File: src/rtl/code_guard_pkg.sv
package code_guard_pkg;

   localparam int LOCK_BITS = 3;
   localparam int LVL_W     = 2;

   typedef enum logic [LVL_W-1:0] {
      LVL_OPEN = 2'd0,
      LVL_TBL  = 2'd1,
      LVL_VFY  = 2'd2,
      LVL_EXE  = 2'd3
   } guard_lvl_e;

endpackage

File: src/rtl/code_guard_lock.sv
module code_guard_lock
   import code_guard_pkg::*;
(
   input  logic                 clk,
   input  logic                 rst_n,
   input  logic [LOCK_BITS-1:0] lock_nv_i,
   input  logic                 ext_pin_i,
   output guard_lvl_e           level_o,
   output logic                 ext_eff_o,
   output logic                 ext_mismatch_o
);

   if (LOCK_BITS != 3) begin : g_bad_lock
      $error("code_guard_lock: level decode assumes three lock bits");
   end

   logic [LOCK_BITS-1:0] lock_q;
   logic                 strap_q;
   logic [LOCK_BITS-1:0] run;

   // non-volatile image and strap are refreshed only while reset is held
   always_ff @(posedge clk) begin
      if (!rst_n) begin
         lock_q  <= lock_nv_i;
         strap_q <= ext_pin_i;
      end
   end

   // a level counts only when every lower lock bit is also programmed
   assign run[0] = lock_q[0];
   for (genvar i = 1; i < LOCK_BITS; i++) begin : g_run
      assign run[i] = run[i-1] & lock_q[i];
   end

   assign level_o        = guard_lvl_e'(LVL_W'($countones(run)));
   assign ext_eff_o      = lock_q[0] ? strap_q : ext_pin_i;
   assign ext_mismatch_o = lock_q[0] & (strap_q ^ ext_pin_i);

   assert_level_hold_R1: assert property (@(posedge clk) disable iff (!rst_n)
      $past(rst_n) |-> $stable(level_o));

   assert_strap_hold_R9: assert property (@(posedge clk) disable iff (!rst_n)
      ($past(rst_n) && level_o != LVL_OPEN) |-> $stable(ext_eff_o));

endmodule

File: src/rtl/code_guard_rgate.sv
module code_guard_rgate #(
   parameter int                DATA_W    = 8,
   parameter logic [DATA_W-1:0] DENY_FILL = '1
) (
   input  logic              req_i,
   input  logic              block_i,
   input  logic [DATA_W-1:0] data_i,
   output logic              grant_o,
   output logic [DATA_W-1:0] data_o
);

   assign grant_o = req_i & ~block_i;
   assign data_o  = grant_o ? data_i : DENY_FILL;

endmodule

File: src/rtl/code_guard_prog.sv
module code_guard_prog #(
   parameter bit ERR_PER_REQ = 1'b1
) (
   input  logic clk,
   input  logic rst_n,
   input  logic req_i,
   input  logic block_i,
   output logic grant_o,
   output logic err_o
);

   logic start;
   logic err_q;

   if (ERR_PER_REQ) begin : g_edge
      logic prev_q;
      always_ff @(posedge clk) begin
         if (!rst_n) prev_q <= 1'b0;
         else        prev_q <= req_i;
      end
      assign start = req_i & ~prev_q;

      assert_err_single_R8: assert property (@(posedge clk) disable iff (!rst_n)
         err_o |=> !err_o);
   end else begin : g_level
      assign start = req_i;
   end

   always_ff @(posedge clk) begin
      if (!rst_n) err_q <= 1'b0;
      else        err_q <= start & block_i;
   end

   assign grant_o = req_i & ~block_i & rst_n;
   assign err_o   = err_q;

   assert_err_cause_R8: assert property (@(posedge clk) disable iff (!rst_n)
      err_o |-> $past(req_i && block_i));

endmodule

File: src/rtl/code_guard.sv
module code_guard
   import code_guard_pkg::*;
#(
   parameter int  DATA_W      = 8,
   parameter bit  ERR_PER_REQ = 1'b1
) (
   input  logic                 clk,
   input  logic                 rst_n,
   input  logic [LOCK_BITS-1:0] lock_nv_i,
   input  logic                 ext_pin_i,
   input  logic [DATA_W-1:0]    code_rdata_i,
   input  logic                 fetch_req_i,
   input  logic                 fetch_ext_i,
   output logic                 fetch_grant_o,
   input  logic                 tbl_req_i,
   input  logic                 tbl_src_ext_i,
   input  logic                 tbl_tgt_int_i,
   output logic                 tbl_grant_o,
   output logic [DATA_W-1:0]    tbl_rdata_o,
   input  logic                 vfy_req_i,
   output logic                 vfy_grant_o,
   output logic [DATA_W-1:0]    vfy_rdata_o,
   input  logic                 prg_req_i,
   output logic                 prg_grant_o,
   output logic                 prg_err_o,
   output logic                 ext_latch_o,
   output logic                 ext_mismatch_o,
   output logic [LVL_W-1:0]     level_o
);

   localparam int                N_RD      = 2;
   localparam int                RD_TBL    = 0;
   localparam int                RD_VFY    = 1;
   localparam logic [DATA_W-1:0] DENY_FILL = '1;

   if (DATA_W < 1 || DATA_W > 64) begin : g_bad_width
      $error("code_guard: DATA_W out of range");
   end

   guard_lvl_e        lvl;
   logic [N_RD-1:0]   rd_req;
   logic [N_RD-1:0]   rd_blk;
   logic [N_RD-1:0]   rd_gnt;
   logic [DATA_W-1:0] rd_dat [N_RD];
   logic              tbl_hit;

   code_guard_lock u_lock (
      .clk            (clk),
      .rst_n          (rst_n),
      .lock_nv_i      (lock_nv_i),
      .ext_pin_i      (ext_pin_i),
      .level_o        (lvl),
      .ext_eff_o      (ext_latch_o),
      .ext_mismatch_o (ext_mismatch_o)
   );

   assign tbl_hit        = tbl_src_ext_i & tbl_tgt_int_i;
   assign rd_req[RD_TBL] = tbl_req_i & rst_n;
   assign rd_blk[RD_TBL] = (lvl >= LVL_TBL) & tbl_hit;
   assign rd_req[RD_VFY] = vfy_req_i & rst_n;
   assign rd_blk[RD_VFY] = (lvl >= LVL_VFY);

   for (genvar c = 0; c < N_RD; c++) begin : g_rd
      code_guard_rgate #(
         .DATA_W    (DATA_W),
         .DENY_FILL (DENY_FILL)
      ) u_gate (
         .req_i   (rd_req[c]),
         .block_i (rd_blk[c]),
         .data_i  (code_rdata_i),
         .grant_o (rd_gnt[c]),
         .data_o  (rd_dat[c])
      );
   end

   assign tbl_grant_o = rd_gnt[RD_TBL];
   assign tbl_rdata_o = rd_dat[RD_TBL];
   assign vfy_grant_o = rd_gnt[RD_VFY];
   assign vfy_rdata_o = rd_dat[RD_VFY];

   code_guard_prog #(
      .ERR_PER_REQ (ERR_PER_REQ)
   ) u_prog (
      .clk     (clk),
      .rst_n   (rst_n),
      .req_i   (prg_req_i),
      .block_i (lvl != LVL_OPEN),
      .grant_o (prg_grant_o),
      .err_o   (prg_err_o)
   );

   assign fetch_grant_o = fetch_req_i & rst_n & ~((lvl == LVL_EXE) & fetch_ext_i);
   assign level_o       = lvl;

   always_comb begin
      if (!rst_n) begin
         assert_reset_quiet_R2: assert (!fetch_grant_o && !tbl_grant_o &&
                                        !vfy_grant_o && !prg_grant_o);
      end
   end

   assert_exe_block_R3: assert property (@(posedge clk) disable iff (!rst_n)
      (level_o == LVL_EXE && fetch_ext_i) |-> !fetch_grant_o);

   assert_tbl_fill_R5: assert property (@(posedge clk) disable iff (!rst_n)
      !tbl_grant_o |-> (tbl_rdata_o == DENY_FILL));

   assert_vfy_block_R6: assert property (@(posedge clk) disable iff (!rst_n)
      vfy_grant_o |-> (level_o < LVL_VFY));

   assert_prg_block_R7: assert property (@(posedge clk) disable iff (!rst_n)
      prg_grant_o |-> (level_o == LVL_OPEN));

   assert_mismatch_lvl_R10: assert property (@(posedge clk) disable iff (!rst_n)
      ext_mismatch_o |-> (level_o != LVL_OPEN && ext_latch_o != ext_pin_i));

endmodule

File: config.mk
export PLATFORM = sky130hd
export DESIGN_NAME = code_guard
export DESIGN_NICKNAME = d
export VERILOG_FILES = /design/src/rtl/code_guard_pkg.sv /design/src/rtl/code_guard_lock.sv /design/src/rtl/code_guard_rgate.sv /design/src/rtl/code_guard_prog.sv /design/src/rtl/code_guard.sv
export SDC_FILE = /design/constraint.sdc
export NUM_CORES = 1
export LEC_CHECK = 0
export ABC_AREA = 1
export BUFFER_PORTS_ARGS = -buffer_cell sky130_fd_sc_hd__buf_2
export CAP_MARGIN = 0
export CORE_MARGIN = 2
export CORE_UTILIZATION = 29
export CTS_CLUSTER_SIZE = 20
export DETAILED_ROUTE_END_ITERATION = 10
export PLACE_DENSITY = 0.71
export SYNTH_ARGS = -nofsm -noshare
export SYNTH_HDL_FRONTEND = slang
export SYNTH_SLANG_ARGS = --single-unit
File: constraint.sdc
create_clock -name clk -period 0.9 [get_ports clk]
set_input_delay 0 -clock clk [delete_from_list [all_inputs] [get_ports clk]]
set_output_delay 0 -clock clk [all_outputs]
set_load 0.005 [all_outputs]
==> results of run 1 <==
[timing repair]
item,4_1_cts,5_1_grt
gates cloned,0,1
hold buffers,5,0
endpoints found under the hold margin,5,0
gates resized for setup,6,17
setup buffers,0,1
pin swaps,3,6
endpoints found under the setup margin,25,25
[cell usage after synthesis]
| master | number | area (um^2) |
|---|---|---|
| nand3_1 | 16 | 80.08 |
| a21oi_1 | 1 | 5.000 |
| nand3_2 | 1 | 10.01 |
| ha_1 | 2 | 25.02 |
| edfxtp_1 | 4 | 120.1 |
| nand2_2 | 1 | 6.260 |
| nand2_1 | 10 | 37.54 |
| nor3_1 | 1 | 5.000 |
| clkinv_1 | 1 | 3.750 |
| o21ai_0 | 1 | 5.000 |
| dfxtp_1 | 2 | 40.04 |
| inv_1 | 15 | 56.30 |
| nor2_1 | 4 | 15.01 |
[path summary, 6_finish.rpt]
kind	slack, ns	start	endpoint
worst max register to register	-0.12	u_lock.lock_q[1]	u_prog.err_o
worst min register to register	0.40	u_prog.g_edge.prev_q	u_prog.err_o
worst min-delay path	0.05	prg_req_i	u_prog.err_o
worst max-delay path	-0.35	u_lock.lock_q[0]	prg_grant_o
[through the flow]
| stage | setup TNS (ns) | worst slack (ns) | hold slack, ns | cells | cell area [um^2] |
|---|---|---|---|---|---|
| after floorplan | -0.1373 | -0.06746 | 0.03327 | 59 | 422.9 |
| after detailed placement | -1.038 | -0.08642 | 0.1800 | 122 | 689.4 |
| final | -7.317 | -0.3504 | 0.04583 | 133 | 888.4 |
| after global routing | -9.054 | -0.4138 | 0.06161 | 133 | 888.4 |
| after global placement | -0.9315 | -0.08238 | 0.1764 | 122 | 689.4 |
| after CTS | -7.866 | -0.3531 | 0.03486 | 131 | 798.3 |
[cell families after synthesis]
logic type                 after synthesis
and+or+nand+nor                         33
DFF                                      6
AOI/OAI and AO/OA                        2
adders and majority gates                2
buffers and inverters                   16
[power groups by stage]
stage	clock network, W	logic, W	registers (W)
global placement	0	0.000234	0.000334
finish	0.000265	0.000321	0.000333
CTS	0.000279	0.000276	0.000331
detailed placement	0	0.000239	0.000335
floorplan	0	0.000105	0.000335
global route	0.000290	0.000356	0.000335
[flip-flops by register name (all words and copies together), names as in the netlist]
signal and flops:
u_prog.g_edge.prev_q 1, u_prog.err_o 1, u_lock.strap_q 1, u_lock.lock_q 3
[metal layers]
| metal | vias to the layer above | GRT usage [%] | routed length (um) | share of wire, % |
|---|---|---|---|---|
| met1 | 277 | 18.23 | 520 | 35 |
| li1 | 307 | - | - | - |
| met4 | 0 | 5.806 | 10 | 0.68 |
| met3 | 2 | 3.043 | 80 | 5.4 |
| met5 | - | 0 | 0 | 0 |
| met2 | 28 | 28.13 | 859 | 58 |
[worst max-delay path: stages (launching register included)]
cell and delay [ns]:
edfxtp_1 0.47, nand2_2 0.14, ha_2 0.18, inv_1 0.04, nor2_1 0.07, buf_2 0.11
[layout make-up]
cell class                      instances  area [um^2]
Inverter                               16        62.56
Sequential cell                         6        160.2
Clock buffer                            4        26.28
Fill cell                             127        429.2
Tap cell                               15        18.77
Multi-Input combinational cell         38        301.5
Timing Repair Buffer                   54        319.1
==> flow_metrics.tcl, run 1 <==
set metrics [dict create \
    vias 614 \
    fin_nets 142 \
    dp_hpwl_um 995.9 \
    post-route-period-util_pct 138.9 \
    first_global_vias 509 \
    cap_violations 0 \
    synth_nets 82 \
    synth_warnings 0 \
    dr.pass1.iters 4 \
    grt_max_degree 10 \
    synth.area.mux_share_pct 0 \
    skew_ns 0.005059 \
    synth_top_family_by_area "simple AND/OR/NAND/NOR gates" \
    io_pins 46 \
    synth-compound-area-share_pct 2.446 \
    die_w_um 41.56 \
    synth-seq-area-share_pct 39.14 \
    yosys.area_share.xor_xnor_pct 0 \
    worstPathMaxFanout 3 \
    fin_util_pct 67.43 \
    synthAdderAreaFrac_pct 6.116 \
    die_y_um 41.56 \
    routedWlPerCell_um 11.05 \
    clk_pin_slew_ns 0.05 \
    critPathKind "flip-flop to primary output" \
    fp-row-count 13 \
    grt_usage_pct 15.70 \
    slew_headroom_pct 75.20 \
    layout_commonest_cell "buf_2" \
    io_buffers 45 \
    n_antenna_cell 0 \
    swShare_pct 29.90 \
    status "finished with violations" \
    seqPwrFrac_pct 36.2 \
    syn_inst 59 \
    final_hold_viol_count 0 \
    core_area_um2 1318 \
    start_util_pct 31.05 \
    ant_nets 0 \
    finalMaxSlewViolations 0 \
    reg2reg_depth 4 \
    clock-sinks 6 \
    cts_tree "done" \
    viasPerCell 4.617 \
    route.detailed.drc 0 \
    ir_drop_uv 790.6 \
    worstPathArrival_ns 1.25 \
    antenna_found_initial 0 \
    finalWorstSetupSlack_ns -0.3504 \
    max_slew.worst_pin.slew_ns 0.3697 \
    wl_mm 1.470 \
    gp_congestion 0.7271 \
    overflow 0 \
    switchingPower_w 0.0002751 \
    clockPowerShare_pct 28.9 \
    crit_path_start_kind "flip-flop" \
    clock_latency_ns 0.24 \
    synth_seq_cells 6 \
    rsz0062_at_grt "yes" \
    numCtsBuffers 3 \
    combinationalPowerShare_pct 34.9 \
    drt-initial-drc-count 6 \
    grt_pass1_wl_mm 2.139 \
    clock-root-buffer "clkbuf_4" \
    total_leakage_power_nw 0.4562 \
    synthDistinctLibCells 13 \
    htreeDepth 1 \
    netlist_area_um2 409.1 \
    synth-simple-area-share_pct 37.61 \
    setup_viol_count_final 25 \
    worstHoldPathCells 3 \
    fmax_mhz 799.7 \
    area_delta_synth_final_pct 117.1 \
    hold_class "input port to flip-flop" \
    p_per_area_nw_per_um2 1036 \
    cp-end-kind "primary output" \
    violations "setup timing" \
    fin_crit_ns 1.250 \
    cp.required_ns 0.90 \
    layout_common_cells "buf_2, inv_1, nand3_2, nand3_1, nand2_1" \
    drive_above_1_share_pct 61.02 \
    p_int_w 0.0006450 \
    die-area_um2 1727 \
    syn-mean-instance-area_um2 6.935 \
    clockBufferDepth 2 \
    p_total_w 0.0009202 \
]
(Power assumes the default switching activity.)
==> run 2: changes to the inputs <==
--- a/config.mk
+++ b/config.mk
@@ -6,6 +6,7 @@
 export NUM_CORES = 1
 export LEC_CHECK = 0
 export ABC_AREA = 1
+export ABC_CLOCK_PERIOD_IN_PS = 900
 export BUFFER_PORTS_ARGS = -buffer_cell sky130_fd_sc_hd__buf_2
 export CAP_MARGIN = 0
 export CORE_MARGIN = 2
@@ -13,6 +14,7 @@
 export CTS_CLUSTER_SIZE = 20
 export DETAILED_ROUTE_END_ITERATION = 10
 export PLACE_DENSITY = 0.71
+export RECOVER_POWER = 25
 export SYNTH_ARGS = -nofsm -noshare
 export SYNTH_HDL_FRONTEND = slang
 export SYNTH_SLANG_ARGS = --single-unit
==> run 2 against run 1 <==
Against the previous run: the run still ends with setup timing left; largest power group unchanged; die area unchanged; clock skew is essentially flat; critical path type unchanged; critical path depth stayed put; cell count unchanged; critical endpoint unchanged; sequential power is essentially flat; register-to-register slack about the same; routed wire length is essentially flat; core utilization shrank 0.095 points; sequential share of layout area hardly changed.
==> flow_metrics.tcl, run 2 (synthesis results as in run 1) <==
set metrics [dict create \
    setup_viol_count_final 25 \
    routed.top_layer "met4" \
    layout_common_cells "buf_2, inv_1, nand3_2, nand3_1, nand2_1" \
    layout_commonest_cell "buf_2" \
    n_fill_cell 128 \
    grt_usage_pct 15.70 \
    largest_reg_flops 3 \
    routedWlPerCell_um 11.06 \
    ir_drop_uv 790.6 \
    critPathKind "flip-flop to primary output" \
    total_leakage_power_nw 0.4534 \
    rsz0062_at_grt "yes" \
    final_hold_viol_count 0 \
    overflow 0 \
    max_slew.worst_pin.slew_ns 0.3698 \
    clock-sinks 6 \
    instances_no_fill 133 \
    clock_latency_ns 0.24 \
    die-area_um2 1727 \
    gp_congestion 0.7271 \
    core_area_um2 1318 \
    clock-root-buffer "clkbuf_4" \
    clockBufferDepth 2 \
    die_w_um 41.56 \
    crit_family "flip-flops" \
    cts_tree "done" \
    io_buffers 45 \
    crit_slowest_cell "edfxtp_1" \
    status "finished with violations" \
    ant_nets 0 \
    dp_hpwl_um 995.9 \
    antenna_found_initial 0 \
    hold_class "input port to flip-flop" \
    placed_cell_area_um2 689.4 \
    grt_max_degree 10 \
    die_y_um 41.56 \
    fp-row-count 13 \
    viasPerCell 4.617 \
    wl_mm 1.471 \
    reg2reg_depth 4 \
    timing.hold.ws_ns 0.04679 \
    final_cell_area_um2 887.1 \
    worstHoldPathCells 3 \
    dp_slack_ns -0.08642 \
    largest_register "u_lock.lock_q" \
    fin_crit_ns 1.251 \
    first_global_vias 509 \
    io_pins 46 \
    slowest_delay_ns 0.47 \
    drt-initial-drc-count 6 \
    finalWorstSetupSlack_ns -0.3509 \
    fmax_mhz 799.4 \
    clk_pin_slew_ns 0.05 \
    wl_met2_um 858 \
    cp-end-kind "primary output" \
    finalMaxSlewViolations 0 \
    p_total_w 0.0009195 \
    crit_path_start_kind "flip-flop" \
    wl_met1_um 524 \
    fin_nets 142 \
    dr.pass1.iters 4 \
    wl_met3_um 78 \
    violations "setup timing" \
    crit_cells 5 \
    numCtsBuffers 3 \
    post-place-cells 122 \
    area_delta_synth_final_pct 116.8 \
    worstPathMaxFanout 3 \
    p_per_area_nw_per_um2 1036 \
    path_cells "nand2_2, ha_2, inv_1, nor2_1, buf_2" \
    grt_pass1_wl_mm 2.139 \
    vias 614 \
    cap_violations 0 \
    crit_buf_inv 2 \
    start_util_pct 31.05 \
    skew_ns 0.005187 \
    slew_headroom_pct 75.20 \
    n_antenna_cell 0 \
    drive_above_1_share_pct 60.17 \
    worstPathArrival_ns 1.25 \
    cp.required_ns 0.90 \
    htreeDepth 1 \
    route.detailed.drc 0 \
    post-route-period-util_pct 139.0 \
]
run 2: changes by cell type in the layout (fill, tap and decap cells not counted):
| cell | previous run | this run |
|---|---|---|
| buf_2 | 44 | 43 |
| clkbuf_1 | 1 | 2 |
run 2: worst paths after layout:
kind	start	to	slack (ns)
setup / recovery	u_lock.lock_q[0]	prg_grant_o	-0.35
hold / removal	prg_req_i	u_prog.err_o	0.05
setup reg to reg	u_lock.lock_q[1]	u_prog.err_o	-0.12
hold reg to reg	u_prog.g_edge.prev_q	u_prog.err_o	0.40
run 2: final cells by class:
cell class                 instances  area [um^2]  area share [%]
clock buffer                       4        26.28           2.962
inverter                          16        62.56           7.052
timing repair buffer              54        317.8           35.83
sequential                         6        160.2           18.05
multi-input combinational         38        301.5           33.99
tap                               15        18.77           2.116
run 2: metal layers:
metal	track usage, %	up-vias
met4	5.806	0
met3	3.043	2
met5	0	-
met1	18.23	277
li1	-	307
met2	28.13	28
run 2: report_power, final:
group          internal (W)  leakage, nW  switching (W)  total, W
logic              0.000160        0.383       0.000161  0.000321
clock network      0.000168       0.0150      0.0000975  0.000265
registers          0.000317       0.0557      0.0000165  0.000333
total              0.000644        0.453       0.000275  0.000919
run 2: worst min-delay path, delay by kind of cell:
kind / cells / cell delay (ns)
buf+inv: 1 / 0.10
simple gates: 2 / 0.14
run 2: timing repair:
action,in CTS,in global routing
hold buffers,5,0
pin swaps,3,6
cloned,0,1
setup buffers,0,1
hold endpoints to repair,5,0
setup endpoints to repair,25,25
gates resized for setup,6,17
run 2: per-stage QoR:
step,utilization (%),TNS [ns]
after floorplan,-,-0.1373
after CTS,60.59,-7.866
final,67.33,-7.321
after global routing,67.33,-9.055
after detailed placement,52.33,-1.038
after global placement,52.33,-0.9315
